### config.mk
export PLATFORM = sky130hd
export DESIGN_NAME = fxo_tune_i2c_slave
export DESIGN_NICKNAME = d
export VERILOG_FILES = /design/src/rtl/fxo_i2c_pkg.sv /design/src/rtl/fxo_line_filter.sv /design/src/rtl/fxo_i2c_engine.sv /design/src/rtl/fxo_tune_regbank.sv /design/src/rtl/fxo_tune_i2c_slave.sv
export SDC_FILE = /design/constraint.sdc
export NUM_CORES = 1
export LEC_CHECK = 0
export BUFFER_PORTS_ARGS = -buffer_cell sky130_fd_sc_hd__buf_2
export CORE_UTILIZATION = 40
export CTS_CLUSTER_SIZE = 16
export DETAILED_ROUTE_END_ITERATION = 10
export HOLD_SLACK_MARGIN = 0.08
export PLACE_DENSITY = 0.58
export SYNTH_ARGS = -nofsm -noshare
export SYNTH_HDL_FRONTEND = slang
export SYNTH_SLANG_ARGS = --single-unit
### constraint.sdc
create_clock -name clk -period 2.33 [get_ports clk]
set_clock_uncertainty 0.05 [all_clocks]
set_input_delay 0.466 -clock clk [delete_from_list [all_inputs] [get_ports clk]]
set_output_delay 0.466 -clock clk [all_outputs]
set_load 0.01 [all_outputs]
### src/rtl/fxo_i2c_pkg.sv
package fxo_i2c_pkg;
   localparam int unsigned FXO_REG_CNT = 4;
   localparam int unsigned FXO_PTR_W   = $clog2(FXO_REG_CNT);
   localparam int unsigned FXO_BYTE_W  = 8;

   typedef enum logic [2:0] {
      ST_IDLE,
      ST_RX,
      ST_ACK,
      ST_TX,
      ST_MACK
   } bus_state_e;

   typedef enum logic [1:0] {
      BY_ADDR,
      BY_WORD,
      BY_DATA
   } byte_kind_e;
endpackage

### src/rtl/fxo_line_filter.sv
module fxo_line_filter #(
   parameter int unsigned SYNC_STAGES = 2,
   parameter int unsigned FILT_LEN    = 3,
   parameter bit          GLITCH_FILT = 1'b1
) (
   input  logic clk,
   input  logic rst_n,
   input  logic line_i,
   output logic line_o
);
   if (SYNC_STAGES < 2) begin : g_bad_sync
      $error("fxo_line_filter: SYNC_STAGES must be at least 2");
   end
   if (FILT_LEN < 2) begin : g_bad_filt
      $error("fxo_line_filter: FILT_LEN must be at least 2");
   end

   logic [SYNC_STAGES-1:0] sync_q;

   always_ff @(posedge clk or negedge rst_n) begin
      if (!rst_n) sync_q <= '1;
      else        sync_q <= {sync_q[SYNC_STAGES-2:0], line_i};
   end

   if (GLITCH_FILT) begin : g_filter
      logic [FILT_LEN-1:0] win_q;
      logic                out_q;

      always_ff @(posedge clk or negedge rst_n) begin
         if (!rst_n) begin
            win_q <= '1;
            out_q <= 1'b1;
         end else begin
            win_q <= {win_q[FILT_LEN-2:0], sync_q[SYNC_STAGES-1]};
            if (&win_q)       out_q <= 1'b1;
            else if (~|win_q) out_q <= 1'b0;
         end
      end
      assign line_o = out_q;
   end else begin : g_bypass
      assign line_o = sync_q[SYNC_STAGES-1];
   end
endmodule

### src/rtl/fxo_i2c_engine.sv
module fxo_i2c_engine
   import fxo_i2c_pkg::*;
#(
   parameter logic [6:0] SLAVE_ADDR = 7'h41
) (
   input  logic                  clk,
   input  logic                  rst_n,
   input  logic                  scl_f,
   input  logic                  sda_f,
   output logic                  sda_oe,
   output logic [FXO_PTR_W-1:0]  ptr,
   input  logic [FXO_BYTE_W-1:0] rd_data,
   output logic                  wr_en,
   output logic [FXO_PTR_W-1:0]  wr_addr,
   output logic [FXO_BYTE_W-1:0] wr_data,
   output logic                  snap_en
);
   localparam logic [3:0] BITS_PER_BYTE = 4'(FXO_BYTE_W);

   bus_state_e            state;
   byte_kind_e            kind;
   logic                  scl_q, sda_q;
   logic [FXO_BYTE_W-1:0] sh;
   logic [3:0]            cnt;
   logic                  mack;

   logic scl_rise, scl_fall, start_c, stop_c;
   assign scl_rise = scl_f & ~scl_q;
   assign scl_fall = ~scl_f & scl_q;
   assign start_c  = scl_f & scl_q & sda_q & ~sda_f;
   assign stop_c   = scl_f & scl_q & ~sda_q & sda_f;

   always_ff @(posedge clk or negedge rst_n) begin
      if (!rst_n) begin
         state   <= ST_IDLE;
         kind    <= BY_ADDR;
         scl_q   <= 1'b1;
         sda_q   <= 1'b1;
         sh      <= '0;
         cnt     <= '0;
         mack    <= 1'b0;
         ptr     <= '0;
         sda_oe  <= 1'b0;
         wr_en   <= 1'b0;
         wr_addr <= '0;
         wr_data <= '0;
         snap_en <= 1'b0;
      end else begin
         scl_q   <= scl_f;
         sda_q   <= sda_f;
         wr_en   <= 1'b0;
         snap_en <= 1'b0;
         if (start_c) begin
            state  <= ST_RX;
            kind   <= BY_ADDR;
            cnt    <= '0;
            sda_oe <= 1'b0;
         end else if (stop_c) begin
            state  <= ST_IDLE;
            sda_oe <= 1'b0;
         end else begin
            case (state)
               ST_RX: begin
                  if (scl_rise) begin
                     sh  <= {sh[FXO_BYTE_W-2:0], sda_f};
                     cnt <= cnt + 4'd1;
                  end else if (scl_fall && cnt == BITS_PER_BYTE) begin
                     cnt <= '0;
                     case (kind)
                        BY_ADDR: begin
                           if (sh[7:1] == SLAVE_ADDR) begin
                              sda_oe <= 1'b1;
                              state  <= ST_ACK;
                              kind   <= sh[0] ? BY_ADDR : BY_WORD;
                           end else begin
                              state  <= ST_IDLE;
                           end
                        end
                        BY_WORD: begin
                           ptr     <= sh[FXO_PTR_W-1:0];
                           snap_en <= 1'b1;
                           sda_oe  <= 1'b1;
                           state   <= ST_ACK;
                           kind    <= BY_DATA;
                        end
                        default: begin
                           wr_en   <= 1'b1;
                           wr_addr <= ptr;
                           wr_data <= sh;
                           ptr     <= ptr + 1'b1;
                           sda_oe  <= 1'b1;
                           state   <= ST_ACK;
                        end
                     endcase
                  end
               end
               ST_ACK: begin
                  if (scl_fall) begin
                     cnt <= '0;
                     if (kind == BY_ADDR) begin
                        sh     <= rd_data;
                        sda_oe <= ~rd_data[FXO_BYTE_W-1];
                        state  <= ST_TX;
                     end else begin
                        sda_oe <= 1'b0;
                        state  <= ST_RX;
                     end
                  end
               end
               ST_TX: begin
                  if (scl_fall) begin
                     if (cnt == BITS_PER_BYTE - 4'd1) begin
                        cnt    <= '0;
                        sda_oe <= 1'b0;
                        ptr    <= ptr + 1'b1;
                        state  <= ST_MACK;
                     end else begin
                        sh     <= {sh[FXO_BYTE_W-2:0], 1'b0};
                        sda_oe <= ~sh[FXO_BYTE_W-2];
                        cnt    <= cnt + 4'd1;
                     end
                  end
               end
               ST_MACK: begin
                  if (scl_rise) begin
                     mack <= ~sda_f;
                  end else if (scl_fall) begin
                     if (mack) begin
                        sh     <= rd_data;
                        sda_oe <= ~rd_data[FXO_BYTE_W-1];
                        state  <= ST_TX;
                     end else begin
                        state  <= ST_IDLE;
                     end
                  end
               end
               default: begin
                  sda_oe <= 1'b0;
               end
            endcase
         end
      end
   end

   // the target is released whenever it is idle
   p_idle_release_r5: assert property (@(posedge clk) disable iff (!rst_n)
      (state == ST_IDLE) |-> !sda_oe);

   // drive changes only while SCL is low (bus conditions excepted)
   p_oe_steady_r5: assert property (@(posedge clk) disable iff (!rst_n)
      (scl_f && scl_q && !$past(start_c || stop_c)) |-> $stable(sda_oe));

   // a data store and a temperature capture never share a byte
   p_strobe_excl_r3: assert property (@(posedge clk) disable iff (!rst_n)
      !(wr_en && snap_en));
endmodule

### src/rtl/fxo_tune_regbank.sv
module fxo_tune_regbank
   import fxo_i2c_pkg::*;
#(
   parameter int unsigned          TEMP_W   = 12,
   parameter logic [TEMP_W-1:0]    TEMP_RST = 12'h190
) (
   input  logic                  clk,
   input  logic                  rst_n,
   input  logic                  wr_en,
   input  logic [FXO_PTR_W-1:0]  wr_addr,
   input  logic [FXO_BYTE_W-1:0] wr_data,
   input  logic                  snap_en,
   input  logic [TEMP_W-1:0]     temp_live,
   input  logic [FXO_PTR_W-1:0]  rd_ptr,
   output logic [FXO_BYTE_W-1:0] rd_data,
   output logic [14:0]           tune_word,
   output logic                  comp_hold,
   output logic                  tune_updated
);
   if (TEMP_W < 9 || TEMP_W > 16) begin : g_bad_temp
      $error("fxo_tune_regbank: TEMP_W must lie in 9..16");
   end

   localparam int unsigned PAD_W = 16 - TEMP_W;

   logic [FXO_BYTE_W-1:0] trim_hi, trim_lo;
   logic [TEMP_W-1:0]     temp_snap;
   logic [15:0]           snap_pad;

   assign snap_pad = 16'(temp_snap) << PAD_W;

   always_ff @(posedge clk or negedge rst_n) begin
      if (!rst_n) begin
         trim_hi      <= '0;
         trim_lo      <= '0;
         temp_snap    <= TEMP_RST;
         tune_updated <= 1'b0;
      end else begin
         tune_updated <= 1'b0;
         if (snap_en) temp_snap <= temp_live;
         if (wr_en) begin
            if (wr_addr == FXO_PTR_W'(0)) begin
               trim_hi <= wr_data;
            end else if (wr_addr == FXO_PTR_W'(1)) begin
               trim_lo      <= wr_data;
               tune_updated <= 1'b1;
            end
         end
      end
   end

   always_comb begin
      case (rd_ptr)
         FXO_PTR_W'(0): rd_data = trim_hi;
         FXO_PTR_W'(1): rd_data = trim_lo;
         FXO_PTR_W'(2): rd_data = snap_pad[15:8];
         default:       rd_data = snap_pad[7:0];
      endcase
   end

   assign tune_word = {trim_hi[6:0], trim_lo};
   assign comp_hold = trim_hi[7];

   // the copy moves only on a capture strobe
   p_snap_hold_r8: assert property (@(posedge clk) disable iff (!rst_n)
      !snap_en |=> $stable(temp_snap));

   // the recalculation strobe lasts one cycle
   p_pulse_once_r10: assert property (@(posedge clk) disable iff (!rst_n)
      tune_updated |=> !tune_updated);
endmodule

### src/rtl/fxo_tune_i2c_slave.sv
module fxo_tune_i2c_slave
   import fxo_i2c_pkg::*;
#(
   parameter logic [6:0]        SLAVE_ADDR  = 7'h41,
   parameter int unsigned       SYNC_STAGES = 2,
   parameter int unsigned       FILT_LEN    = 3,
   parameter bit                GLITCH_FILT = 1'b1,
   parameter int unsigned       TEMP_W      = 12,
   parameter logic [TEMP_W-1:0] TEMP_RST    = 12'h190
) (
   input  logic              clk,
   input  logic              rst_n,
   input  logic              scl_i,
   input  logic              sda_i,
   output logic              sda_oe,
   input  logic [TEMP_W-1:0] temp_live,
   output logic [14:0]       tune_word,
   output logic              comp_hold,
   output logic              tune_updated
);
   localparam int unsigned N_LINES = 2;

   logic [N_LINES-1:0]    raw_lines, filt_lines;
   logic [FXO_PTR_W-1:0]  ptr, wr_addr;
   logic [FXO_BYTE_W-1:0] rd_data, wr_data;
   logic                  wr_en, snap_en;

   assign raw_lines = {scl_i, sda_i};

   for (genvar li = 0; li < N_LINES; li++) begin : g_line
      fxo_line_filter #(
         .SYNC_STAGES (SYNC_STAGES),
         .FILT_LEN    (FILT_LEN),
         .GLITCH_FILT (GLITCH_FILT)
      ) i_filt (
         .clk    (clk),
         .rst_n  (rst_n),
         .line_i (raw_lines[li]),
         .line_o (filt_lines[li])
      );
   end

   fxo_i2c_engine #(
      .SLAVE_ADDR (SLAVE_ADDR)
   ) i_engine (
      .clk     (clk),
      .rst_n   (rst_n),
      .scl_f   (filt_lines[1]),
      .sda_f   (filt_lines[0]),
      .sda_oe  (sda_oe),
      .ptr     (ptr),
      .rd_data (rd_data),
      .wr_en   (wr_en),
      .wr_addr (wr_addr),
      .wr_data (wr_data),
      .snap_en (snap_en)
   );

   fxo_tune_regbank #(
      .TEMP_W   (TEMP_W),
      .TEMP_RST (TEMP_RST)
   ) i_regs (
      .clk          (clk),
      .rst_n        (rst_n),
      .wr_en        (wr_en),
      .wr_addr      (wr_addr),
      .wr_data      (wr_data),
      .snap_en      (snap_en),
      .temp_live    (temp_live),
      .rd_ptr       (ptr),
      .rd_data      (rd_data),
      .tune_word    (tune_word),
      .comp_hold    (comp_hold),
      .tune_updated (tune_updated)
   );
endmodule

==> impl_metrics.csv <==
group,metric,value,unit
placed_design,place_hpwl,5873,um
worst_setup_path,reg2reg_slack,0.20,ns
clock_tree,clock_latency,0.35,ns
worst_setup_path,cp_data_required_time,2.55,ns
grt,antenna_found_initial,0,
final_layout,fin_util,48.17,%
worst_setup_path,arrival,2.36,ns
yosys,avgSynthCellArea,10.89,sq um
clock_tree,clk_pin_slew,0.08,ns
grt,grt_pass1_vias,2725,
yosys,ys_seq_area_share,52.73,%
floorplan,num_rows,34,
clock_tree,numCtsBuffers,9,
timing,rsz0062_at_grt,"no",
timing,timing.final.crit_share,91.56,%
final_layout,drive_above_1_share,31.52,%
routing,wl_met3,364,um
routing,top_layer,"met4",
pwr,vdd_drop_max,0.0003496,V
clock_tree,holdBufCountCts,1,
pwr,pwr-share-comb,36.5,%
yosys,syn_nets,357,
timing,tightest_slew,0.5907,ns
routing,routed_wl,7968,um
worst_setup_path,rr_startpoint,"i_engine.state[2]$_DFFE_PN0P_",
grt,grt_pass1_wl,13800,um
worst_setup_path,critPathKind,"reg2reg",
floorplan,fp.dieArea,9504,sq um
placed_design,io_buffer_count,33,
yosys,synthTopCellsByArea,"dfrtp_1 (40%), dfstp_2 (12%), mux2_2 (8.6%)",
run_status,status,"completed",
yosys,yosys_warnings,0,
routing,first_pass_iters,5,
timing,hold_ws,0.1602,ns
final_layout,area_delta_synth_final,15.75,%
pwr,pwr-share-clk,22.2,%
yosys,synth_flop_cell,"dfrtp_1",
floorplan,ios,34,
grt,gr-usage-all-layers,18.34,%
pwr,power.net_switching,1.521,mW
final_layout,diodes,0,
timing,finalSetupViolCount,0,
yosys,synth_top_cell_by_area,"dfrtp_1",
routing,vias,2730,
routing,drc,0,
clock_tree,htree_levels,3,
grt,grt_max_degree,45,
yosys,ys_types,55,
worst_setup_path,crit_fanout,15,
yosys,synth_top_cell_area_share,40.48,%
floorplan,die_w,97.49,um
timing,fin_tns_setup,0,ns
routing,ant_nets,0,
floorplan,die_h,97.49,um
routing,drtIter0Drc,208,
grt,grt-ovfl-total,0,
floorplan,core-area,8763,sq um
final_layout,finalNetCount,404,
clock_tree,cts_sinks,76,
pwr,power_frac_seq,41.3,%
pwr,swShare,37.27,%
timing,fmax,0.4688,GHz
placed_design,place.gp.congestion,0.8793,
worst_setup_path,reg2regPathDepth,6,
clock_tree,cts_setup_buffers,0,
worst_setup_path,startpoint_type,"flip-flop",
yosys,syn_inst,335,
routing,wl_per_cell,16.10,um
floorplan,start_util,41.62,%
worst_hold_path,worstHoldPathType,"in2reg",
pwr,internal-power,2.560,mW
timing,drv_slew,0,
yosys,synth_most_common_cell,"dfrtp_1",
timing,final_hold_viol_count,0,
yosys,synth-edff-count,0,
clock_tree,cts_root_buf,"clkbuf_8",
timing,slew-limit-headroom,60.62,%
worst_setup_path,cp-startpoint,"i_engine.state[2]$_DFFE_PN0P_",
clock_tree,cts_tree,"done",
run,cap_violations,0,
clock_tree,cts-resized-gates,0,
timing,min_period,2.133,ns
pwr,p_per_area,966.7,nW/um^2
pwr,power_leakage,2.036,nW
yosys,syn_area,3647,sq um
routing,viasPerCell,5.515,
yosys,async_flop_share,100.0,%
yosys,synth_common_cells,"dfrtp_1 (59), nand2_1 (40), mux2_2 (28), nor2_1 (20), a21oi_1 (18)",
yosys,ys_seq_elements,76,
worst_setup_path,critPathCaptureType,"flip-flop",
clock_tree,clockBufferDepth,2,
routing,wl_met1,3755,um
worst_setup_path,endpoint,"i_engine.sh[5]$_DFFE_PN0P_",
routing,met2_wirelength,3717,um
worst_setup_path,regToRegEndpoint,"i_engine.sh[5]$_DFFE_PN0P_",
[per-layer routing]
metal / up-vias / GRT usage [%]
met2: 74 / 27.70
met5: - / 0
met1: 1342 / 25.74
met3: 11 / 4.029
met4: 0 / 7.014
li1: 1303 / -
[logic make-up after synthesis]
family                   Yosys count  share of synthesized area (%)
AND/OR/NAND/NOR                  107                          14.85
AO/OA/AOI/OAI                     76                          15.13
flip-flops                        76                          52.73
multiplexers                      38                          11.39
buffers and inverters             32                          3.842
adder cells (fa/ha/maj)            6                          2.058
[area by class of cell]
class                   count  area [sq um]
repair buffers             54         352.8
fillers                   805          4542
flip-flops and latches     76          1923
clock buffers              10         127.6
multi-input cells         227          1584
inverters                  14         52.55
well taps                 108         135.1
clock inverters             6         46.29
[worst max-delay path: stages (launching register included)]
cell and delay (ns):
dfrtp_1 0.50, or4b_4 0.59, a21o_1 0.20, a2111oi_4 0.38
buf_12 0.19, nor2_1 0.04, a21oi_1 0.11
[cells in the final DEF, fill, tap and decap left out, types with 6 or more instances in the layout]
cell / n
dfrtp_1: 59
nand2_1: 40
buf_2: 32
mux2_2: 28
nor2_1: 20
buf_4: 19
a21oi_1: 18
o21ai_0: 17
dfstp_2: 17
inv_1: 13
mux2i_1: 10
clkbuf_8: 9
a222oi_1: 8
nor3_1: 7
nand3_1: 7
nor2b_1: 6
ha_1: 6
[power by group through the flow]
stage,sequential [mW],clock [mW],combinational (mW)
after floorplan,1.62,0,1.07
after global placement,1.71,0,1.49
after detailed placement,1.71,0,1.48
after CTS,1.69,0.938,1.48
after global routing,1.72,0.999,1.67
final,1.68,0.906,1.49
[per-stage QoR]
stage	total power [mW]	cell area, sq um	setup WS, ns	std cells
after floorplan	2.688	3647	0.2452	335
after global placement	3.198	4038	0.2266	478
after detailed placement	3.192	4038	0.2056	478
after CTS	4.109	4222	0.1932	495
after global routing	4.380	4222	0.08594	495
final	4.081	4222	0.1967	495
[sequential cells by signal, indices dropped and copies added, names as in the netlist, 3 cells and up]
register	count
g_line.i_filt.g_filter.win_q	6
i_engine.cnt	4
i_engine.wr_data	8
i_regs.trim_hi	8
i_regs.trim_lo	8
i_engine.state	3
i_regs.temp_snap	12
i_engine.sh	8
g_line.i_filt.sync_q	4
[worst min path at each step]
stage                                              start                                            to  depth (start not counted)
finish                                             sda_i          g_line[0].i_filt.sync_q[0]$_DFF_PN1_                          1
CTS                                                sda_i          g_line[0].i_filt.sync_q[0]$_DFF_PN1_                          1
floorplan                                          rst_n                   i_engine.cnt[0]$_DFFE_PN0P_                          0
global placement    g_line[0].i_filt.sync_q[1]$_DFF_PN1_  g_line[0].i_filt.g_filter.win_q[0]$_DFF_PN1_                          0
detailed placement  g_line[0].i_filt.sync_q[0]$_DFF_PN1_          g_line[0].i_filt.sync_q[1]$_DFF_PN1_                          0
global route                                       sda_i          g_line[0].i_filt.sync_q[0]$_DFF_PN1_                          1
Note: power is estimated with default switching activity, not from simulation.
